==> config.mk <==
export PLATFORM = sky130hd
export DESIGN_NAME = hexa_load_sequencer
export DESIGN_NICKNAME = d
export VERILOG_FILES = /design/src/rtl/hls_pkg.sv /design/src/rtl/hls_edge_sync.sv /design/src/rtl/hls_seq_ctrl.sv /design/src/rtl/hls_stage_bank.sv /design/src/rtl/hexa_load_sequencer.sv
export SDC_FILE = /design/constraint.sdc
export NUM_CORES = 1
export LEC_CHECK = 0
export BUFFER_PORTS_ARGS = -buffer_cell sky130_fd_sc_hd__buf_4
export CAP_MARGIN = 20
export CORE_MARGIN = 1.5
export CORE_UTILIZATION = 61
export DETAILED_ROUTE_END_ITERATION = 10
export HOLD_SLACK_MARGIN = 0.1
export PLACE_DENSITY = 0.84
export SKIP_CTS_REPAIR_TIMING = 1
export SLEW_MARGIN = 10
export SYNTH_ARGS = -nofsm -noshare
export SYNTH_HDL_FRONTEND = slang
export SYNTH_SLANG_ARGS = --single-unit
export TNS_END_PERCENT = 50
==> constraint.sdc <==
create_clock -name clk -period 4.9 [get_ports clk]
set_clock_uncertainty 0.2 [all_clocks]
set_input_delay 0.49 -clock clk [delete_from_list [all_inputs] [get_ports clk]]
set_output_delay 0.49 -clock clk [all_outputs]
set_load 0.01 [all_outputs]
==> src/rtl/hls_pkg.sv <==
package hls_pkg;
    localparam int unsigned CH_N  = 6;
    localparam int unsigned WORD_W = 10;
    localparam int unsigned IDX_W = $clog2(CH_N);
    localparam int unsigned CNT_W = $clog2(CH_N + 1);
endpackage

==> src/rtl/hls_edge_sync.sv <==
module hls_edge_sync #(
    parameter int unsigned W = hls_pkg::WORD_W
) (
    input  logic         clk,
    input  logic         rst,
    input  logic         pclk_in,
    input  logic [W-1:0] data_in,
    input  logic         start_in,
    input  logic         xfer_in,
    input  logic         esel_in,
    input  logic         dir_in,
    output logic         rise,
    output logic         fall,
    output logic [W-1:0] data_s,
    output logic         start_s,
    output logic         xfer_s,
    output logic         esel_s,
    output logic         dir_s
);
    typedef struct packed {
        logic         pclk;
        logic [W-1:0] data;
        logic         start;
        logic         xfer;
        logic         esel;
        logic         dir;
    } smp_t;

    typedef struct packed {
        smp_t s1;
        smp_t s2;
        logic pclk3;
    } sync_t;

    sync_t sync_d, sync_q;

    always_comb begin
        sync_d          = sync_q;
        sync_d.s1.pclk  = pclk_in;
        sync_d.s1.data  = data_in;
        sync_d.s1.start = start_in;
        sync_d.s1.xfer  = xfer_in;
        sync_d.s1.esel  = esel_in;
        sync_d.s1.dir   = dir_in;
        sync_d.s2       = sync_q.s1;
        sync_d.pclk3    = sync_q.s2.pclk;
    end

    always_ff @(posedge clk) begin
        if (rst) sync_q <= '0;
        else     sync_q <= sync_d;
    end

    assign rise    =  sync_q.s2.pclk & ~sync_q.pclk3;
    assign fall    = ~sync_q.s2.pclk &  sync_q.pclk3;
    assign data_s  = sync_q.s2.data;
    assign start_s = sync_q.s2.start;
    assign xfer_s  = sync_q.s2.xfer;
    assign esel_s  = sync_q.s2.esel;
    assign dir_s   = sync_q.s2.dir;
endmodule

==> src/rtl/hls_seq_ctrl.sv <==
module hls_seq_ctrl #(
    parameter int unsigned CH_N  = hls_pkg::CH_N,
    parameter int unsigned IDX_W = hls_pkg::IDX_W,
    parameter int unsigned CNT_W = hls_pkg::CNT_W
) (
    input  logic             clk,
    input  logic             rst,
    input  logic             act,
    input  logic             start_s,
    input  logic             dir_s,
    output logic [CH_N-1:0]  ld_en,
    output logic             seq_done,
    output logic [IDX_W-1:0] next_ch
);
    localparam logic [IDX_W-1:0] LAST   = IDX_W'(CH_N - 1);
    localparam logic [CNT_W-1:0] FINAL  = CNT_W'(CH_N - 1);

    typedef struct packed {
        logic             arm;
        logic             busy;
        logic             done;
        logic             down;
        logic [IDX_W-1:0] idx;
        logic [CNT_W-1:0] cnt;
    } seq_t;

    seq_t seq_d, seq_q;
    logic             go;
    logic [IDX_W-1:0] sel;

    always_comb begin
        seq_d = seq_q;
        go    = 1'b0;
        sel   = '0;
        if (act) begin
            if (seq_q.arm) begin
                go         = 1'b1;
                sel        = dir_s ? LAST : '0;
                seq_d.down = dir_s;
                seq_d.busy = 1'b1;
                seq_d.done = 1'b0;
                seq_d.cnt  = CNT_W'(1);
                seq_d.idx  = dir_s ? LAST - 1'b1 : IDX_W'(1);
            end else if (seq_q.busy) begin
                go  = 1'b1;
                sel = seq_q.idx;
                if (seq_q.cnt == FINAL) begin
                    seq_d.busy = 1'b0;
                    seq_d.done = 1'b1;
                    seq_d.idx  = '0;
                    seq_d.cnt  = '0;
                end else begin
                    seq_d.cnt = seq_q.cnt + 1'b1;
                    seq_d.idx = seq_q.down ? seq_q.idx - 1'b1 : seq_q.idx + 1'b1;
                end
            end
            seq_d.arm = start_s;
        end
    end

    for (genvar g = 0; g < CH_N; g++) begin : g_dec
        assign ld_en[g] = go && (sel == IDX_W'(g));
    end

    always_ff @(posedge clk) begin
        if (rst) seq_q <= '0;
        else     seq_q <= seq_d;
    end

    assign seq_done = seq_q.done;
    assign next_ch  = seq_q.idx;

    assert_onehot_load_R4: assert property (@(posedge clk) disable iff (rst)
        $onehot0(ld_en));
    assert_load_needs_edge_R2: assert property (@(posedge clk) disable iff (rst)
        (|ld_en) |-> act);
    assert_done_after_load_R5: assert property (@(posedge clk) disable iff (rst)
        $rose(seq_done) |-> $past(|ld_en));
    assert_next_range_R9: assert property (@(posedge clk) disable iff (rst)
        next_ch <= LAST);
endmodule

==> src/rtl/hls_stage_bank.sv <==
module hls_stage_bank #(
    parameter int unsigned CH_N = hls_pkg::CH_N,
    parameter int unsigned W    = hls_pkg::WORD_W
) (
    input  logic            clk,
    input  logic            rst,
    input  logic [CH_N-1:0] ld_en,
    input  logic [W-1:0]    word,
    input  logic            copy,
    output logic [CH_N*W-1:0] out_flat
);
    typedef struct packed {
        logic [CH_N-1:0][W-1:0] ld;
        logic [CH_N-1:0][W-1:0] outr;
    } bank_t;

    bank_t bank_d, bank_q;

    for (genvar g = 0; g < CH_N; g++) begin : g_ch
        always_comb begin
            bank_d.ld[g]   = ld_en[g] ? word : bank_q.ld[g];
            bank_d.outr[g] = copy ? bank_q.ld[g] : bank_q.outr[g];
        end
        assign out_flat[g*W +: W] = bank_q.outr[g];
    end

    always_ff @(posedge clk) begin
        if (rst) bank_q <= '0;
        else     bank_q <= bank_d;
    end

    assert_copy_all_R7: assert property (@(posedge clk) disable iff (rst)
        copy |=> (bank_q.outr == $past(bank_q.ld)));
    assert_hold_out_R8: assert property (@(posedge clk) disable iff (rst)
        !copy |=> $stable(bank_q.outr));
endmodule

==> src/rtl/hexa_load_sequencer.sv <==
module hexa_load_sequencer #(
    parameter int unsigned CH_N   = hls_pkg::CH_N,
    parameter int unsigned WORD_W = hls_pkg::WORD_W,
    parameter int unsigned IDX_W  = hls_pkg::IDX_W,
    parameter int unsigned CNT_W  = hls_pkg::CNT_W
) (
    input  logic                   clk,
    input  logic                   rst,
    input  logic                   pclk_in,
    input  logic                   edge_sel,
    input  logic                   dir_sel,
    input  logic                   start_in,
    input  logic                   xfer_in,
    input  logic [WORD_W-1:0]      data_in,
    output logic [CH_N*WORD_W-1:0] ch_out,
    output logic                   seq_done,
    output logic [IDX_W-1:0]       next_ch
);
    logic              rise, fall, start_s, xfer_s, esel_s, dir_s;
    logic [WORD_W-1:0] data_s;
    logic [CH_N-1:0]   ld_en;
    logic              act, copy;

    typedef struct packed {
        logic pend;
    } xfr_t;

    xfr_t xfr_d, xfr_q;

    hls_edge_sync #(.W(WORD_W)) u_sync (
        .clk(clk), .rst(rst), .pclk_in(pclk_in), .data_in(data_in),
        .start_in(start_in), .xfer_in(xfer_in), .esel_in(edge_sel),
        .dir_in(dir_sel), .rise(rise), .fall(fall), .data_s(data_s),
        .start_s(start_s), .xfer_s(xfer_s), .esel_s(esel_s), .dir_s(dir_s)
    );

    always_comb begin
        act   = esel_s ? rise : fall;
        copy  = fall & xfr_q.pend;
        xfr_d = xfr_q;
        if (rise)      xfr_d.pend = xfer_s;
        else if (fall) xfr_d.pend = 1'b0;
    end

    always_ff @(posedge clk) begin
        if (rst) xfr_q <= '0;
        else     xfr_q <= xfr_d;
    end

    hls_seq_ctrl #(.CH_N(CH_N), .IDX_W(IDX_W), .CNT_W(CNT_W)) u_seq (
        .clk(clk), .rst(rst), .act(act), .start_s(start_s), .dir_s(dir_s),
        .ld_en(ld_en), .seq_done(seq_done), .next_ch(next_ch)
    );

    hls_stage_bank #(.CH_N(CH_N), .W(WORD_W)) u_bank (
        .clk(clk), .rst(rst), .ld_en(ld_en), .word(data_s), .copy(copy),
        .out_flat(ch_out)
    );

    assert_copy_only_after_req_R7: assert property (@(posedge clk) disable iff (rst)
        $rose(xfr_q.pend) |-> $past(rise && xfer_s));
endmodule

== Word-level counts from Yosys, hierarchy flattened ==
Cells that the tools add are included.
Word-level totals
  bits in registers: 162
  input port bits: 17
  output and inout port bits: 64
Cells by class
  add/subtract/negate cells: 3
  equality and inequality tests: 6
  mux-type cells: 18
  bitwise logic cells: 5
  reductions and logical operators: 13
Operator list (count)
  two-way mux 3 bit: 6
  two-way mux 6 bit: 3
  == test 3 bit (second input constant): 3
  adder 3 x 1 -> 3 bit (second input constant): 2
  == test 3 x 2 -> 1 bit (second input constant): 2
  logical AND 1 bit: 6
  two-way mux 1 bit: 6
  two-way mux 2 bit: 3
  nonzero test 2 bit: 3
  AND reduction 2 bit: 2
  bitwise AND 1 bit: 3
  == test 3 x 1 -> 1 bit (second input constant): 1
  logical NOT 3 bit: 1
  AND reduction 3 bit: 1
  subtractor 3 x 1 -> 3 bit (second input constant): 1
  inverter 1 bit: 2

== Depth between registers and ports, before layout ==
Gate-level depths: netlist of the first run.
  depth in word-level cells: 6
  gate-level depth with buffers: 7
  mapped depth without buffers: 6

== Hierarchy ==
A second synthesis of the first run with hierarchy kept.
Unflattened totals
  cells, all modules: 608
  area, all modules: 6328.6 um^2
Modules (own cells, without submodules)
  hls_stage_bank: instances 1, cells an instance 446, area each 4713.3 um^2
  hls_edge_sync: instances 1, cells an instance 77, area each 935.9 um^2
  hls_seq_ctrl: instances 1, cells an instance 79, area each 624.3 um^2
  hexa_load_sequencer: instances 1, cells an instance 6, area each 55.1 um^2

== Worst setup path after synthesis of the first run ==
Ideal clock, no wire load.
  path kind: register -> register
  from: register u_seq.seq_q, in the netlist u_seq.next_ch[0]
  to: register u_seq.seq_q, in the netlist u_seq.next_ch[2]
  setup time: 0.128 ns
  arrival time: 1.409 ns
  path slack: 3.164 ns
  cell stages (with the launch flop): 6
  path buffers: 0
  cells stage by stage: dfxtp_1 -> fa_1 -> xnor2_1 -> xnor2_1 -> a222oi_1 -> nor2_1
Between the ends
  cells in the longest elaborated chain, start to end: 5
  elaborated cells between the ends (all ways): 6
  classes of those cells: 2 x add/sub; 4 x mux
RTL lines
  start, declared: RTL line hls_seq_ctrl.sv:27  | seq_t seq_d, seq_q;
  start signal, assigned: RTL line hls_seq_ctrl.sv:67  | else seq_q <= seq_d;
  adder 3 x 1 -> 3 bit / subtractor 3 x 1 -> 3 bit (equally long branches): RTL line hls_seq_ctrl.sv:54  | seq_d.idx = seq_q.down ? seq_q.idx - 1'b1 : seq_q.idx + 1'b1;
  two-way mux 3 bit (*): RTL line hls_seq_ctrl.sv:54
  two-way mux 6 bit (*): RTL line hls_seq_ctrl.sv:47  | if (seq_q.cnt == FINAL) begin
  two-way mux 6 bit (*): RTL line hls_seq_ctrl.sv:44  | end else if (seq_q.busy) begin
  two-way mux 6 bit (*): RTL line hls_seq_ctrl.sv:36  | if (seq_q.arm) begin
Every way passes the cells marked *; elsewhere a longest branch is shown, timed or not. The select of a mux whose other input is x is not followed.
A chain may end at the register's enable or synchronous reset.

== Final worst setup path of the first run ==
  from: register u_sync.sync_q, in the netlist u_sync.sync_d[0]
  to: register u_bank.bank_q[106] (netlist bit)
Between the ends
  cells in the longest elaborated chain, start to end: 6
  elaborated cells between the ends (all ways): 8
  classes of those cells: 1 x eq/ne; 3 x mux; 3 x bitwise; 1 x reduce/logical
RTL lines
  start, declared: RTL line hls_edge_sync.sv:35  | sync_t sync_d, sync_q;
  start signal, assigned: RTL line hls_edge_sync.sv:51  | else sync_q <= sync_d;
  inverter 1 bit: RTL line hls_edge_sync.sv:55  | assign fall = ~sync_q.s2.pclk & sync_q.pclk3;
  bitwise AND 1 bit: RTL line hls_edge_sync.sv:55
  two-way mux 1 bit (*): RTL line hexa_load_sequencer.sv:38  | act = esel_s ? rise : fall;
  two-way mux 3 bit: RTL line hls_seq_ctrl.sv:35  | if (act) begin
  == test 3 bit: RTL line hls_seq_ctrl.sv:62  | assign ld_en[g] = go && (sel == IDX_W'(g));
  logical AND 1 bit (*): RTL line hls_seq_ctrl.sv:62
  end signal, assigned: RTL line hls_stage_bank.sv:29  | else bank_q <= bank_d;
  end, declared: RTL line hls_stage_bank.sv:17  | bank_t bank_d, bank_q;
Every way passes the cells marked *; elsewhere a longest branch is shown, timed or not.

==> summary.md, run 1 <==
| Metric | Value |
|---|---|
| Status | finished, final reports clean |
| Hold endpoint | u_sync.data_s[9]$_SDFF_PP0_ |
| Mux contribution to synthesized area | 0.1008 |
| P_leak | 0.002945 uW |
| Crit share post-route | 0.4894 |
| Largest net degree at the start of global routing | 119 |
| Total core area | 0.009819 sq mm |
| Clock buffer depth | 2 |
| Inserted Clock Buffers | 17 |
| HP Class | reg2reg |
| Fin util | 0.7294 |
| EDFF count, synth | 0 |
| Simple-Gate Fraction of Synth Area | 0.1904 |
| Root Driver | clkbuf_8 |
| Hold depth | 1 |
| Initial antenna violation count | 0 |
| Antenna Nets Post-Route | 0 |
| Seq/Total Area, Yosys | 0.5228 |
| Layout Nets | 708 |
| Setup Crit Path Kind | reg2reg |
| Synth Area per Inst | 9.245 sq um |
| VDD IR-drop max | 0.2511 mV |
| Post-synthesis cell type count | 40 |
| Vias per cell | 5.267 |
| Post-Route WL | 12.47 mm |
| Cell Chain, Critical Path | inv_1, ha_1, mux2_2, nand4_1, mux2i_1, nor2_1 |
| Worst reg-to-reg setup slack | 2500 ps |
| Critical Path RT | 5080 ps |
| Die Area | 0.01078 sq mm |
| Most common cell after layout, fill and taps aside | dfxtp_1 |
| RR Startpoint | u_sync.sync_d[0]$_SDFF_PP0_ |
| Setup TNS Final | 0 ps |
| Worst hold start | u_sync.sync_d[14]$_SDFF_PP0_ |
| Most frequent cells in the layout | dfxtp_1 (162), nand2_1 (128), buf_4 (84), a21oi_1 (67), mux2i_1 (60) |
| RSZ-0062 raised after global routing | no |
| WP data arrival | 2580 ps |
| Ant. Diodes | 0 |
| Final HPWL DP | 7.433 mm |
| CTS tree | built |
| IO Count | 81 |
| Worst Path Max Fanout | 10 |
| Worst r2r path cells | 6 |
| DR iter-0 viols | 273 |
| Cells after synthesis | 671 |
| Die Width | 103.8 um |
| Worst-path clk slew | 60 ps |
| Reg2reg end | u_bank.bank_q[106]$_SDFFE_PP0P_ |
| Detailed Routing Iterations Pass 1 | 5 |
| Startpoint Class | register |
| Final setup viols | 0 |
| Area occupied by multi-input gates | 0.002301 sq mm |
| Top FF cell, synth | dfxtp_1 |
| Max-cap violations | 0 |
| Vias | 4393 |
| Least-Margin Pin Slew | 1017 ps |
| Max Fclk | 417.0 MHz |
| Yosys reg bits | 162 |
| Die Y | 103.8 um |
| DRC | 0 |
| First-pass GRT wire length | 19.32 mm |
| Fraction of layout cells with a size suffix above 1 | 0.1783 |
| Master of the slowest instance on the critical path | nand4_1 |
| Ys async rst share | 0 |
| Syn_nets | 691 |
| Pwr dens | 382.4 mW/mm^2 |
| Routability cong. | 0.8106 |
| Synth warn | 0 |
| Largest stage delay, worst path | 640 ps |
| Synthesized area | 0.006203 sq mm |
| Clock Sinks | 162 |
| Area growth, synth to finish | 15.45% |
| Largest family of logic cells by synthesized area | simple AND/OR/NAND/NOR gates |
| Buffer and inverter count on the worst path | 1 |
| Register Area | 0.003243 sq mm |
| Final WS setup | 2502 ps |
| Fin. max-slew vios | 0 |
| Tot GR Track Use | 0.2248 |
| Count of final hold-check violations | 0 |
| Crit path capture type | register |
| Slew HR | 0.3219 |
| Htree depth | 4 |
| Post-DR wirelength/cell | 14.95 um |
| GRT overflow | 0 |
| Synth Area in Compound Gates | 0.06898 |
| Worst-Skew Late Latency | 520 ps |
| Port buffer count | 80 |
| Setup slack at placement | 2459 ps |
| CP delay by family, top | simple AND/OR/NAND/NOR gates |
| Tmin final | 2398 ps |
| Adder-Cell Fraction of Synth Area | 0.007261 |
| Vias in the first global route | 4105 |
| Rows | 36 |
| Initial core utilization | 0.6318 |
| FILL cells | 700 |
| Synth Area in XOR/XNOR | 0.002824 |
state kept, by name (all words and copies together) (netlist names):
name,flops
u_sync.start_s,1
u_seq.next_ch,3
u_sync.sync_q,1
u_sync.xfer_s,1
u_seq.seq_done,1
u_sync.sync_d,16
u_bank.out_flat,60
u_sync.data_s,10
u_sync.esel_s,1
u_bank.bank_q,60
u_seq.seq_q,6
xfr_q,1
u_sync.dir_s,1
how the worst max path moves through the flow:
stage | start | endpoint | cells past startpoint
after floorplan | u_seq.next_ch[0]$_SDFFE_PP0P_ | u_seq.next_ch[2]$_SDFFE_PP0P_ | 5
after global placement | rst | u_bank.bank_q[112]$_SDFFE_PP0P_ | 4
after detailed placement | rst | u_bank.bank_q[112]$_SDFFE_PP0P_ | 4
after CTS | u_sync.sync_d[0]$_SDFF_PP0_ | u_bank.bank_q[106]$_SDFFE_PP0P_ | 6
after global routing | u_sync.sync_d[0]$_SDFF_PP0_ | u_bank.bank_q[106]$_SDFFE_PP0P_ | 6
final | u_sync.sync_d[0]$_SDFF_PP0_ | u_bank.bank_q[106]$_SDFFE_PP0P_ | 6
cell families (layout without fill, tap and decap cells):
logic type,count (synthesis),in the layout
XOR/XNOR,2,2
adder cells (fa/ha/maj),3,3
AO/OA/AOI/OAI,79,79
flip-flops,162,162
AND/OR/NAND/NOR,257,257
multiplexers,62,62
buffers and inverters,106,136
synthesized netlist by cell type, types with 2 or more instances:
library cell    n  area share
nor2b_1        31       0.031
nor2_1         48       0.029
xnor2_1         2      0.0028
nor4_2          2      0.0040
a211oi_1        2      0.0024
nand3b_1        2      0.0024
buf_6           2      0.0036
a21oi_1        67       0.054
nand2b_1       33       0.033
buf_4          66       0.080
buf_1          10      0.0061
clkbuf_1       23       0.014
nand2_1       129       0.078
mux2i_1        60       0.097
buf_2           2      0.0016
inv_1           3      0.0018
ha_1            2      0.0040
nor3_1          2      0.0016
and2_1          2      0.0020
a2bb2oi_1       2      0.0028
dfxtp_1       162        0.52
cell type report:
| type | instances | area share |
|---|---|---|
| Sequential cell | 162 | 0.4528 |
| Multi-Input combinational cell | 403 | 0.3213 |
| Timing Repair Buffer | 101 | 0.1157 |
| Clock buffer | 20 | 0.06359 |
| Tap cell | 133 | 0.02324 |
| Clock inverter | 12 | 0.02184 |
| Inverter | 3 | 0.001572 |
power by group:
| group | leakage (uW) | total, uW | switching [uW] | internal, uW |
|---|---|---|---|---|
| Sequential | 0.00131 | 1340 | 11.7 | 1330 |
| Clock | 0.000301 | 1340 | 519 | 818 |
| Combinational | 0.00133 | 60.1 | 29.7 | 30.4 |
worst register-to-register path, delay by kind of cell (launching register included):
family	cells	cell delay, ps
DFF	1	320
muxes	2	700
buffers and inverters	1	80
and+or+nand+nor	2	720
adders and majority gates	1	240
layer usage:
layer	wire, um	track usage
met1	5205	0.2724
met2	6511	0.3903
met3	522	0.04972
met4	233	0.08433
met5	0	0
metrics by stage:
stage / std cells / area, sq um / hold WS, ps / total power, uW
3_5_place_dp: 785 / 6352 / 222.7 / 1420
3_3_place_gp: 784 / 6345 / 217.8 / 1417
4_1_cts: 817 / 6964 / -30.92 / 2732
5_1_grt: 834 / 7162 / 255.8 / 2811
2_1_floorplan: 671 / 6203 / 213.8 / 1401
6_report: 834 / 7162 / 236.4 / 2739
No activity file was read; power rests on OpenSTA's default activity.
==> run 2: changes to the inputs <==
--- a/config.mk
+++ b/config.mk
@@ -5,13 +5,14 @@
 export SDC_FILE = /design/constraint.sdc
 export NUM_CORES = 1
 export LEC_CHECK = 0
+export ABC_AREA = 1
 export BUFFER_PORTS_ARGS = -buffer_cell sky130_fd_sc_hd__buf_4
 export CAP_MARGIN = 20
 export CORE_MARGIN = 1.5
-export CORE_UTILIZATION = 61
+export CORE_UTILIZATION = 57
 export DETAILED_ROUTE_END_ITERATION = 10
 export HOLD_SLACK_MARGIN = 0.1
-export PLACE_DENSITY = 0.84
+export PLACE_DENSITY = 0.79
 export SKIP_CTS_REPAIR_TIMING = 1
 export SLEW_MARGIN = 10
 export SYNTH_ARGS = -nofsm -noshare
==> constraint.sdc (replaced) <==
create_clock -name clk -period 2.5 [get_ports clk]
set_clock_uncertainty 0.2 [all_clocks]
set_input_delay 0.25 -clock clk [delete_from_list [all_inputs] [get_ports clk]]
set_output_delay 0.25 -clock clk [all_outputs]
set_load 0.01 [all_outputs]
==> run 2 against run 1 <==
Area after synthesis up 2.6%. Clock-buffer cell count down 3. Hold slack worse by 37 ps. Non-clock buffer count up 19. Cell count up 26%. First-iteration DRC count down 7.0%. Fmax up 24%. Utilization down 3.6 points. Total power up 100%. Via count up 14%. Sequential share of layout area down 2.2 points.
==> summary.md, run 2 <==
| Metric | Value |
|---|---|
| Most used cell, CP | nand2_1 |
| IO Count | 81 (unchanged) |
| Worst Path Max Fanout | 20 (+10) |
| Yosys top cell area share | 0.5097 (-0.01306) |
| Top FF cell, synth | dfxtp_1 |
| Routability cong. | 0.8255 (+1.8%) |
| EDFF count, synth | 0 (unchanged) |
| Root Driver | clkbuf_8 |
| Cell taking the most area after synthesis | dfxtp_1 |
| Slew HR | 0.6160 (+0.2941) |
| Tmin final | 1934 ps (-464.0 ps) |
| DP Cell Count | 990 (+26%) |
| First-pass GRT wire length | 20.11 mm (+4.1%) |
| Startpoint Class | register |
| Yosys reg bits | 162 (unchanged) |
| Seq/Total Area, Yosys | 0.5097 (-0.01306) |
| Final Non-Filler Cells | 1052 (+26%) |
| Cells after synthesis | 861 (+28%) |
| Antenna Nets Post-Route | 0 (unchanged) |
| Layout Nets | 919 (+30%) |
| Clock share of power | 0.485 (-0.003) |
| DRC | 0 (unchanged) |
| Synth Area per Inst | 7.389 sq um (-20%) |
| Worst-Skew Late Latency | 530 ps (about the same) |
| Initial antenna violation count | 0 (unchanged) |
| Port buffer count | 80 (unchanged) |
| Vias in the first global route | 4446 (+8.3%) |
| Largest net degree at the start of global routing | 101 (-15%) |
| Vias | 5003 (+14%) |
| Pwr dens | 730.6 mW/mm^2 (+91%) |
| Post-synthesis cell type count | 21 (-48%) |
| Setup Crit Path Kind | reg2reg |
| Synthesized area | 0.006362 sq mm (+2.6%) |
| Syn_nets | 881 (+27%) |
| Post-synth top cells | nor2_1 (201), dfxtp_1 (162), nand2_1 (140), inv_1 (96), o21ai_0 (64) |
| Ant. Diodes | 0 (unchanged) |
| Detailed Routing Iterations Pass 1 | 5 (unchanged) |
| Placed cell area | 0.006613 sq mm (+4.1%) |
| Htree depth | 4 (unchanged) |
| HP Class | reg2reg |
| Master of the slowest instance on the critical path | dfxtp_1 |
| Tot GR Track Use | 0.2195 (-0.005331) |
| Crit share post-route | 0.7737 (+0.2843) |
| Die Area | 0.01180 sq mm (+9.5%) |
| Int Pwr | 4252 uW (+95%) |
| Fraction of layout cells with a size suffix above 1 | 0.1469 (-0.03139) |
| Total core area | 0.01084 sq mm (+10%) |
| Vias per cell | 4.756 (-9.7%) |
| Critical Path RT | 2720 ps (-2360 ps) |
| Most frequent cells in the layout | nor2_1 (201), dfxtp_1 (162), nand2_1 (140), inv_1 (96), buf_4 (88) |
| GRT overflow | 0 (unchanged) |
| Crit path capture type | register |
| Setup TNS Final | 0 ps (unchanged) |
| Largest stage delay, worst path | 350 ps (-290 ps) |
| Top-count cell post-synth | nor2_1 |
| WP data arrival | 2160 ps (-420 ps) |
| Die Width | 108.7 um (+4.6%) |
| P_leak | 0.003624 uW (+23%) |
| VDD IR-drop max | 0.4136 mV (+65%) |
| Status | finished, final reports clean |
| Top cells by area, synth | dfxtp_1 (51%), nor2_1 (12%), nand2_1 (8.3%), buf_4 (7.4%), inv_1 (5.7%) |
| Fin. max-slew vios | 0 (unchanged) |
| Cell Chain, Critical Path | inv_1, ha_1, inv_1, nand2_1, nand2_2, nor2_1, buf_4, nand3_1, buf_4, nand2_1, nand2_1, nor2_1 |
| Final HPWL DP | 7.499 mm (+0.89%) |
| RR Startpoint | u_sync.sync_q[0]$_SDFF_PP0_ |
| Initial core utilization | 0.5869 (-0.04484) |
| Final instance area | 0.007520 sq mm (+5.0%) |
| Switching Fraction | 0.2261 (+0.02156) |
| Setup crit start | u_sync.sync_q[0]$_SDFF_PP0_ |
| Most common cell after layout, fill and taps aside | nor2_1 |
| Ys async rst share | 0 (unchanged) |
| Clock Sinks | 162 (unchanged) |
| Max Fclk | 517.0 MHz (+24%) |
| Area growth, synth to finish | 18.19% |
| CTS tree | built |
| Worst-path clk slew | 70 ps (about the same) |
| Final setup viols | 0 (unchanged) |
| Buffer and inverter count on the worst path | 4 (+3) |
| Count of final hold-check violations | 0 (unchanged) |
| CP delay by family, top | simple AND/OR/NAND/NOR gates |
| Reg power frac | 0.481 (-0.009) |
| Post-DR wirelength/cell | 11.94 um (-20%) |
| Least-Margin Pin Slew | 575.2 ps (-441.9 ps) |
| Comb pwr share | 0.035 (+0.013) |
| Post-Route WL | 12.56 mm (+0.73%) |
| Psw | 1242 uW (+120%) |
| Synth warn | 0 (unchanged) |
| Clock buffer depth | 2 (unchanged) |
| RSZ-0062 raised after global routing | no |
| Rows | 38 (+5.6%) |
| Max-cap violations | 0 (unchanged) |
| DR iter-0 viols | 254 (-7.0%) |
| Die Y | 108.7 um (+4.6%) |
| Worst hold start | u_sync.sync_d[4]$_SDFF_PP0_ |
| Inserted Clock Buffers | 17 (unchanged) |
## run 2: cell count changes after synthesis, sizes merged, moves of 12 or more
cell | before | now
nor2 | 48 | 207
inv | 3 | 99
mux2i | 61 | 0
o21ai | 3 | 64
nand2b | 33 | 0
nor2b | 31 | 0
nand3 | 1 | 31
a21oi | 67 | 48
nand2 | 129 | 141
## run 2: metrics by stage
| stage | setup slack [ps] | hold WS [ps] | total power, uW | utilization |
|---|---|---|---|---|
| after floorplan | 861.8 | 157.0 | 2792 | - |
| after global placement | 655.1 | 191.4 | 2846 | 0.6100 |
| after detailed placement | 607.1 | 194.0 | 2849 | 0.6100 |
| after CTS | 565.4 | -294.1 | 5488 | 0.6660 |
| after global routing | 344.0 | 217.7 | 5660 | 0.6937 |
| final | 565.7 | 199.2 | 5494 | 0.6937 |
## run 2: path summary, 6_finish.rpt
kind | depth (start not counted) | end | slack [ps]
max reg2reg | 12 | u_bank.bank_q[106]$_SDFFE_PP0P_ | 570
min reg2reg | 2 | u_sync.start_s$_SDFF_PP0_ | 200
max | 12 | u_bank.bank_q[106]$_SDFFE_PP0P_ | 570
min | 2 | u_sync.start_s$_SDFF_PP0_ | 200
## run 2: kinds of logic after synthesis
group           share of synthesized area
compound gates                    0.09027
fa+ha+maj                        0.007079
buf+inv                            0.1579
flops                              0.5097
simple gates                       0.2350
## run 2: per-layer routing
| metal | vias to the layer above | part of all wire | track usage |
|---|---|---|---|
| li1 | 2639 | - | - |
| met1 | 2234 | 0.44 | 0.2668 |
| met2 | 114 | 0.50 | 0.3783 |
| met3 | 16 | 0.041 | 0.05260 |
| met4 | 0 | 0.014 | 0.07895 |
| met5 | - | 0 | 0 |
## run 2: layout make-up
type | instances | area [sq um]
clock inverters | 15 | 192.7
fillers | 915 | 3321
flip-flops and latches | 162 | 3243
inverters | 101 | 379.1
multi-input cells | 497 | 2115
well taps | 140 | 175.2
repair buffers | 120 | 1001
clock buffers | 17 | 414.1
## run 2: worst reg2reg max path: cells and delay by family (launching register included)
family	cells	cell delay (ps)
AND/OR/NAND/NOR	7	560
buffers and inverters	4	510
adder cells (fa/ha/maj)	1	220
flip-flops	1	350
## run 2: power groups by stage
stage	sequential (uW)	combinational [uW]	clock [uW]
floorplan	2680	107	0
global placement	2700	148	0
detailed placement	2700	150	0
CTS	2640	153	2690
global route	2640	217	2800
finish	2640	191	2660
